## config.mk

```make
export PLATFORM = sky130hd
export DESIGN_NAME = ilv_phase_gen
export DESIGN_NICKNAME = d
export VERILOG_FILES = /design/src/rtl/ipg_pkg.sv /design/src/rtl/ipg_sync_qual.sv /design/src/rtl/ipg_phase_ctr.sv /design/src/rtl/ipg_chan_gate.sv /design/src/rtl/ilv_phase_gen.sv
export SDC_FILE = /design/constraint.sdc
export NUM_CORES = 1
export LEC_CHECK = 0
export ABC_CLOCK_PERIOD_IN_PS = 2890
export BUFFER_PORTS_ARGS = -buffer_cell sky130_fd_sc_hd__buf_2
export CAP_MARGIN = 20
export CORE_MARGIN = 8
export CORE_UTILIZATION = 50
export DETAILED_ROUTE_END_ITERATION = 12
export HOLD_SLACK_MARGIN = 0.15
export PLACE_DENSITY = 0.8
export SLEW_MARGIN = 15
export SYNTH_ARGS = -nofsm -noshare
export SYNTH_HDL_FRONTEND = slang
export SYNTH_SLANG_ARGS = --single-unit
```

## constraint.sdc

```tcl
create_clock -name clk -period 2.89 [get_ports clk]
set_clock_uncertainty 0.1 [all_clocks]
set_input_delay 0.1445 -clock clk [delete_from_list [all_inputs] [get_ports clk]]
set_output_delay 0.1445 -clock clk [all_outputs]
set_load 0.005 [all_outputs]
```

## src/rtl/ipg_pkg.sv

```systemverilog
package ipg_pkg;
   localparam int SLOTS      = 8;
   localparam int SLOT_W     = $clog2(SLOTS);
   localparam int HALF_SLOTS = SLOTS / 2;
   localparam int CAP_SLOTS  = 6;
   localparam int DUTY_W     = 4;

   // saturate a request to a full period, then apply the optional cap
   function automatic logic [DUTY_W-1:0] eff_duty(input logic [DUTY_W-1:0] req,
                                                  input logic cap);
      logic [DUTY_W-1:0] r;
      r = (req > DUTY_W'(SLOTS)) ? DUTY_W'(SLOTS) : req;
      if (cap && (r > DUTY_W'(CAP_SLOTS)))
         r = DUTY_W'(CAP_SLOTS);
      return r;
   endfunction
endpackage

```

## src/rtl/ipg_sync_qual.sv

```systemverilog
module ipg_sync_qual #(
   parameter int SYNC_STAGES = 2,
   parameter int MIN_PW      = 3,
   parameter int TIMEOUT     = 24
) (
   input  logic clk,
   input  logic rst_n,
   input  logic sync_sel,
   input  logic sync_in,
   output logic acc,
   output logic locked
);
   localparam int GAP_W = $clog2(TIMEOUT + 1);

   logic [SYNC_STAGES-1:0] sh_q;
   logic                   s_last;
   logic                   acc_raw;
   logic [GAP_W-1:0]       gap_q;
   logic                   locked_q;

   always_ff @(posedge clk or negedge rst_n) begin
      if (!rst_n) sh_q <= '0;
      else        sh_q <= {sh_q[SYNC_STAGES-2:0], sync_in};
   end
   assign s_last = sh_q[SYNC_STAGES-1];

   generate
      if (MIN_PW == 1) begin : g_edge
         logic s_prev_q;
         always_ff @(posedge clk or negedge rst_n) begin
            if (!rst_n) s_prev_q <= 1'b0;
            else        s_prev_q <= s_last;
         end
         assign acc_raw = s_last & ~s_prev_q;
      end else begin : g_width
         localparam int HI_W = $clog2(MIN_PW + 1);
         logic [HI_W-1:0] hi_q;
         always_ff @(posedge clk or negedge rst_n) begin
            if (!rst_n)                     hi_q <= '0;
            else if (!s_last)               hi_q <= '0;
            else if (hi_q != HI_W'(MIN_PW)) hi_q <= hi_q + 1'b1;
         end
         assign acc_raw = s_last && (hi_q == HI_W'(MIN_PW - 1));
      end
   endgenerate

   assign acc = acc_raw & sync_sel;

   always_ff @(posedge clk or negedge rst_n) begin
      if (!rst_n) begin
         gap_q    <= '0;
         locked_q <= 1'b0;
      end else if (!sync_sel) begin
         gap_q    <= '0;
         locked_q <= 1'b0;
      end else if (acc) begin
         gap_q    <= '0;
         locked_q <= 1'b1;
      end else if (gap_q == GAP_W'(TIMEOUT - 1)) begin
         locked_q <= 1'b0;
      end else begin
         gap_q    <= gap_q + 1'b1;
      end
   end
   assign locked = locked_q;

   assert_gap_bound_R7: assert property (@(posedge clk) disable iff (!rst_n)
      gap_q < GAP_W'(TIMEOUT));
   assert_lock_needs_pulse_R6: assert property (@(posedge clk) disable iff (!rst_n)
      $rose(locked_q) |-> $past(acc));
endmodule

```

## src/rtl/ipg_phase_ctr.sv

```systemverilog
module ipg_phase_ctr #(
   parameter int SUB_PER_SLOT = 4
) (
   input  logic                       clk,
   input  logic                       rst_n,
   input  logic                       realign,
   output logic [ipg_pkg::SLOT_W-1:0] slot,
   output logic                       start,
   output logic                       cko
);
   localparam int MASTER = ipg_pkg::HALF_SLOTS * SUB_PER_SLOT;
   localparam int POS_W  = $clog2(MASTER);
   localparam int HALFM  = MASTER / 2;

   logic [POS_W-1:0] pos_q, pos_n;
   logic             ch_q, ch_n;
   logic             wrap;
   logic             start_q, cko_q;

   always_comb begin
      pos_n = pos_q + 1'b1;
      ch_n  = ch_q;
      wrap  = 1'b0;
      if (realign) begin
         pos_n = '0;
         if (pos_q >= POS_W'(HALFM)) begin
            ch_n = ~ch_q;
            wrap = 1'b1;
         end
      end else if (pos_q == POS_W'(MASTER - 1)) begin
         pos_n = '0;
         ch_n  = ~ch_q;
         wrap  = 1'b1;
      end
   end

   // reset one count before a wrap so channel 1 turns on at the first edge
   always_ff @(posedge clk or negedge rst_n) begin
      if (!rst_n) begin
         pos_q   <= POS_W'(MASTER - 1);
         ch_q    <= 1'b1;
         start_q <= 1'b0;
         cko_q   <= 1'b0;
      end else begin
         pos_q   <= pos_n;
         ch_q    <= ch_n;
         start_q <= wrap;
         cko_q   <= pos_n[POS_W-1] ^ pos_n[POS_W-2];
      end
   end

   assign slot  = {ch_q, pos_q[POS_W-1 -: 2]};
   assign start = start_q;
   assign cko   = cko_q;

   assert_start_at_zero_R1: assert property (@(posedge clk) disable iff (!rst_n)
      start_q |-> (pos_q == '0));
   assert_cko_phase_R3: assert property (@(posedge clk) disable iff (!rst_n)
      $rose(cko_q) |-> (pos_q == POS_W'(SUB_PER_SLOT)));
endmodule

```

## src/rtl/ipg_chan_gate.sv

```systemverilog
module ipg_chan_gate #(
   parameter int CH_IDX = 0
) (
   input  logic [ipg_pkg::SLOT_W-1:0] slot,
   input  logic                       start,
   input  logic [ipg_pkg::DUTY_W-1:0] duty,
   input  logic                       ext_active,
   output logic                       sw,
   output logic                       on
);
   import ipg_pkg::*;
   localparam logic [SLOT_W-1:0] OFFS  = SLOT_W'(CH_IDX * HALF_SLOTS);
   localparam logic              CAPEN = (CH_IDX == 0);

   logic [SLOT_W-1:0] rel;
   logic [DUTY_W-1:0] eff;

   assign rel = slot - OFFS;
   assign eff = eff_duty(duty, CAPEN & ext_active);
   assign sw  = DUTY_W'(rel) < eff;
   assign on  = start && (rel == '0) && (eff != '0);
endmodule

```

## src/rtl/ilv_phase_gen.sv

```systemverilog
module ilv_phase_gen #(
   parameter int SUB_PER_SLOT = 4,
   parameter int SYNC_STAGES  = 2,
   parameter int MIN_PW       = 3
) (
   input  logic                       clk,
   input  logic                       rst_n,
   input  logic                       sync_sel,
   input  logic                       sync_in,
   input  logic [ipg_pkg::DUTY_W-1:0] duty1,
   input  logic [ipg_pkg::DUTY_W-1:0] duty2,
   output logic                       sw1,
   output logic                       sw2,
   output logic                       on1,
   output logic                       on2,
   output logic                       cko,
   output logic                       sync_lost
);
   import ipg_pkg::*;
   localparam int MASTER = HALF_SLOTS * SUB_PER_SLOT;
   localparam int TMO    = MASTER + MASTER / 2;

   generate
      if (SUB_PER_SLOT < 1 || (SUB_PER_SLOT & (SUB_PER_SLOT - 1)) != 0) begin : g_bad_sub
         $error("SUB_PER_SLOT must be a power of two");
      end
      if (SYNC_STAGES < 2) begin : g_bad_stages
         $error("SYNC_STAGES must be at least 2");
      end
      if (MIN_PW < 1 || MIN_PW >= MASTER) begin : g_bad_pw
         $error("MIN_PW must be 1 .. master period - 1");
      end
   endgenerate

   logic              acc, locked, ext_active;
   logic [SLOT_W-1:0] slot;
   logic              start;
   logic [1:0]        sw_v, on_v;
   logic [DUTY_W-1:0] duty_v [2];

   ipg_sync_qual #(.SYNC_STAGES(SYNC_STAGES), .MIN_PW(MIN_PW), .TIMEOUT(TMO)) u_sync (
      .clk(clk), .rst_n(rst_n), .sync_sel(sync_sel), .sync_in(sync_in),
      .acc(acc), .locked(locked));

   ipg_phase_ctr #(.SUB_PER_SLOT(SUB_PER_SLOT)) u_phase (
      .clk(clk), .rst_n(rst_n), .realign(acc),
      .slot(slot), .start(start), .cko(cko));

   assign ext_active = sync_sel & locked;
   assign duty_v[0]  = duty1;
   assign duty_v[1]  = duty2;

   generate
      for (genvar g = 0; g < 2; g++) begin : g_ch
         ipg_chan_gate #(.CH_IDX(g)) u_gate (
            .slot(slot), .start(start), .duty(duty_v[g]), .ext_active(ext_active),
            .sw(sw_v[g]), .on(on_v[g]));
      end
   endgenerate

   assign sw1       = sw_v[0];
   assign sw2       = sw_v[1];
   assign on1       = on_v[0];
   assign on2       = on_v[1];
   assign sync_lost = sync_sel & ~locked;

   assert_antiphase_R2: assert property (@(posedge clk) disable iff (!rst_n)
      !(on1 && on2));
   assert_duty_cap_R5: assert property (@(posedge clk) disable iff (!rst_n)
      ext_active |-> !(sw1 && (slot >= SLOT_W'(CAP_SLOTS))));
endmodule

```

# After elaboration in Yosys (flattened, before gate mapping)
# Index checks and enable logic that the tools add are counted.
# op_classes
n_addsub	4
n_mul	0
div	0
order_cmp	6
n_eq_ne	8
shift	0
muxes	19
bitwise_logic	6
n_reduce_logical	12
# ops
operator	n
$mux W4	5
$mux W5	3
$mux W1	9
$gt A4 B4 Y1 const B	2
$lt A3 B4 Y1	2
$reduce_bool A4 Y1	2
$logic_and A1 B1 Y1	6
$logic_not A3 Y1	2
$add A5 B1 Y5 const B	1
$eq A5 B5 Y1 const B	1
$add A4 B1 Y4 const B	1
$eq A4 B4 Y1 const B	1
$ge A4 B4 Y1 const B	1
$gt A4 B3 Y1 const B	1
$mux W2	2
$ne A2 B2 Y1 const B	2
$and A1 B1 Y1	3
$ne A3 B1 Y1 const B	1
$ne A3 B3 Y1 const B	1
$sub A3 B3 Y3 const B	1
$add A2 B1 Y2 const B	1
$eq A2 B2 Y1 const B	1
$ne A2 B1 Y1 const B	1
$not A1 Y1	2
3 further kinds	3
# totals
register_bits	17
latch_bits	0
ramBits	0
romBits	0
input_bits	12
output_inout_bits	6
wordCells	63
mem_count	0

# Logic depth before layout (Yosys ltp)
# depth
word_depth	7
depth_mapped	7
ltp_nobuf	7

# Hierarchy
# From an unflattened synthesis, not the netlist that was laid out.
# unflattened
hier_cells	100
hier_area_um2	1044.8
# by_module_without_submodules
module	n_inst	cells_each	area_per_inst_um2	seq_area_each_um2
ipg_sync_qual	1	37	473.0	250.2
ipg_phase_ctr	1	32	346.6	181.4
ipg_chan_gate (g_ch[0].u_gate)	1	16	108.9	0.0
ipg_chan_gate (g_ch[1].u_gate)	1	13	100.1	0.0
ilv_phase_gen	1	2	16.3	0.0

# Worst setup path before layout
# No wires, ideal clock.
# synth_timing
path_kind	reg2out
from	register u_sync.locked_q (netlist: u_sync.locked)
to	output port sw1
t_arrival_ns	1.184
required_ns	2.646
path_slack_ns	1.462
stages_incl_launch_ff	8
path_buffers	0
path_cell_list	dfrtp_1 > nand2_1 > nor2_1 > a21oi_1 > ha_1 > nor4b_1 > o22ai_1 > o21ai_0
# synth_between
elab_chain_len	4
# synth_rtl
element	line	source
start: declaration	ipg_sync_qual.sv:19	logic locked_q;
start signal: assignment	ipg_sync_qual.sv:52	locked_q <= 1'b0;
start signal: assignment	ipg_sync_qual.sv:55	locked_q <= 1'b0;
start signal: assignment	ipg_sync_qual.sv:58	locked_q <= 1'b1;
$and A1 B1 Y1	ilv_phase_gen.sv:49	assign ext_active = sync_sel & locked;
$logic_and A1 B1 Y1	ipg_pkg.sv:13	if (cap && (r > DUTY_W'(CAP_SLOTS)))
$mux W4	ipg_pkg.sv:13	
$lt A3 B4 Y1	ipg_chan_gate.sv:20	assign sw = DUTY_W'(rel) < eff;
end: declaration	ilv_phase_gen.sv:12	output logic sw1,
# No other way between the ends.

# Final worst setup path
# layout_timing
from	input port sync_sel
to	output port sw1
# layout_between
elab_chain_len	4
# layout_rtl
element	line	source
start: declaration	ilv_phase_gen.sv:8	input logic sync_sel,
$and A1 B1 Y1	ilv_phase_gen.sv:49	
$logic_and A1 B1 Y1	ipg_pkg.sv:13	
$mux W4	ipg_pkg.sv:13	
$lt A3 B4 Y1	ipg_chan_gate.sv:20	
# No other way between the ends.

==> results.yml <==
status:
  status: "completed"
route:
  dr.pass1.iters: 4
  drt-initial-drc-count: 28
  detail-route-antenna-nets: 0
  num_vias: 775
  routed_wl_mm: 1.89
  drc: 0
  via_per_inst: 5.24
  detail_route.wl_per_cell_um: 12.8
clock_network:
  post-cts-setup-buffers: 0
  cts_resized: 0
  cts_tree: "done"
  postCtsHoldBufs: 3
  cts.clk_slew.worst_paths_ns: 0.10
  root_buffer: "clkbuf_4"
  cts_sinks: 17
  cts.path.max_buffers: 2
  numCtsBuffers: 3
  clk_latency_ns: 0.29
  cts_max_level: 1
timing:
  slew_viol_final: 0
  period_minus_slack_ns: 2.17
  rsz0062_at_grt: "false"
  setup-violations-final: 0
  relSlewSlack_pct: 74.5
  worst_pin_slew_ns: 0.383
  finalCritPeriodShare_pct: 75.0
  clock.fmax_mhz: 461
  hold_viol: 0
  setup-tns-final_ns: 0
synthesis:
  ys_ff_latch: 17
  yosysSeqAreaShare_pct: 44.8
  synth.distinct_cells: 32
  synthCells: 99
  synth_area_leaders: "dfrtp_1 (31%), dfstp_2 (14%), ha_1 (12%), xnor2_1 (4.5%), a21oi_1 (3.6%)"
  syn_area_per_cell_um2: 9.73
  syn_area_um2: 963
  synth_top_area_share_pct: 31.2
  yosysTopAreaCell: "dfrtp_1"
  synth_nets: 120
  synth_warnings: 0
critical_path:
  arrival_ns: 1.92
  start_kind: "primary input"
  startpoint: "sync_sel"
  path_class: "in2out"
  critPathCaptureType: "output port"
  required_ns: 2.65
  r2r-start: "u_phase.pos_q[0]"
  crit_fanout: 5
floorplanning:
  dieHeight_um: 59.9
  num_io_pins: 18
  start_util_pct: 51.2
  core_um2: 1880
  rows: 16
  die_x_um: 59.9
  die_area_um2: 3590
layout:
  instances_no_fill: 148
  finalNetCount: 143
  drive_gt1_share_pct: 22.3
  antennaDiodeCount: 0
  syn_to_final_growth_pct: 16.5
  final_common_cell: "buf_2"
  final_cell_mix: "buf_2 (17), dfrtp_1 (12), nor2_1 (9), ha_1 (9), nand2_1 (8)"
  nFillCells: 173
power:
  p_per_area_nw_per_um2: 727
  combPwrFrac_pct: 36.0
  pwr-share-clk_pct: 15.1
  intPower_uw: 528
  p_sw_uw: 289
  leakage_uw: 0.000530
  vdd_drop_max_mv: 0.403
  seqPwrFrac_pct: 48.8
  switching_share_pct: 35.4
global_routing:
  grtUsageTotal_pct: 11.0
  antenna_found_initial: 0
  grt_overflow: 0
  grt_max_degree: 18
  grt_pass1_vias: 703
  grt_pass1_wl_mm: 3.04
min_path:
  worst_hold_path_type: "in2async"
placed_design:
  place_congestion: 0.745
  post-place-cells: 141
  portBuffers: 17
  hpwl_mm: 1.49
run:
  maxCapViolations: 0
## flip-flops by register name, summed over array words and instances (netlist names)
register and count:
u_phase.cko 1, u_sync.gap_q 5, u_phase.pos_q 4, u_sync.g_width.hi_q 2
u_sync.locked 1, u_phase.ch_q 1, u_sync.sh_q 2, u_phase.start 1
## final timing paths
path                                    end  slack, ns  cells after the start
min in group clk             u_sync.sh_q[1]       0.26                      0
setup / recovery                        sw1       0.72                     10
max in group asynchronous  u_phase.pos_q[1]       2.18                      2
hold reg to reg              u_sync.sh_q[1]       0.26                      0
hold / removal                  u_phase.cko       0.19                      2
setup reg to reg               u_phase.ch_q       1.39                      4
## metal layers
layer  vias to the layer above  GRT usage, %  wire length (um)
li1                        391             -                 -
met2                        17          20.2               983
met3                         0          4.95               127
met1                       367          11.2               779
met5                         -             0                 0
met4                         0          2.04                 0
## per-stage QoR
stage                     worst slack [ns]  utilization [%]  area [um^2]  hold WS [ns]  power, uW
after floorplan                       1.46                -          963        -0.251        615
after detailed placement              1.22             56.6         1070       -0.0161        697
final                                0.722             59.6         1120         0.195        816
after global routing                 0.598             59.6         1120         0.224        887
after global placement                1.33             56.6         1070       -0.0179        672
after CTS                            0.730             59.6         1120         0.193        833
## power groups by stage
stage	combinational, uW	clock, uW	sequential (uW)
3_3_place_gp	272	0	399
3_5_place_dp	294	0	404
2_1_floorplan	243	0	372
6_report	294	124	398
4_1_cts	303	131	399
5_1_grt	339	138	411
## worst max-delay path, stage by stage
cell and delay (ns):
dlygate4sd3_1 0.52, buf_2 0.14, nand2_1 0.09, nor2_1 0.14, a21oi_1 0.06, ha_1 0.19, nor4b_1 0.30, o22ai_1 0.12
o21ai_0 0.08, buf_2 0.13
## Yosys cell counts
library cell / count
a21boi_2: 1
nor3b_1: 1
inv_2: 1
xnor2_1: 5
ha_1: 9
dfrtp_1: 12
a21boi_0: 1
a21oi_1: 7
nand3_1: 3
and2_1: 3
inv_1: 6
o22ai_1: 1
buf_6: 1
mux2i_1: 1
nand2b_1: 2
nor2b_1: 1
nor3_1: 5
o211a_1: 1
dfstp_2: 5
or3_1: 1
nor4b_1: 1
nand2_1: 8
a311oi_1: 1
nand4b_1: 1
nor4_1: 2
and3_1: 1
nor2_1: 9
o31ai_1: 1
xor2_1: 2
o21a_1: 1
o21ai_0: 4
clkbuf_2: 1
## cells by family (layout without fill, tap and decap cells)
kind of cell | count (synthesis) | count (layout) | share of synthesized area, %
adders and majority gates | 9 | 9 | 11.7
DFF | 17 | 17 | 44.8
AOI/OAI and AO/OA | 18 | 18 | 11.8
xor gates and xnor gates | 7 | 7 | 6.36
buffers and inverters | 9 | 31 | 4.41
muxes | 1 | 1 | 1.04
and+or+nand+nor | 38 | 38 | 19.9
## area by class of cell
cell class,instances,area [um^2],share of cell area (%)
Clock buffer,4,26.3,2.34
Inverter,7,26.3,2.34
Multi-Input combinational cell,73,489,43.6
Sequential cell,17,432,38.5
Tap cell,27,33.8,3.01
Timing Repair Buffer,20,115,10.3
(Power assumes the default switching activity.)
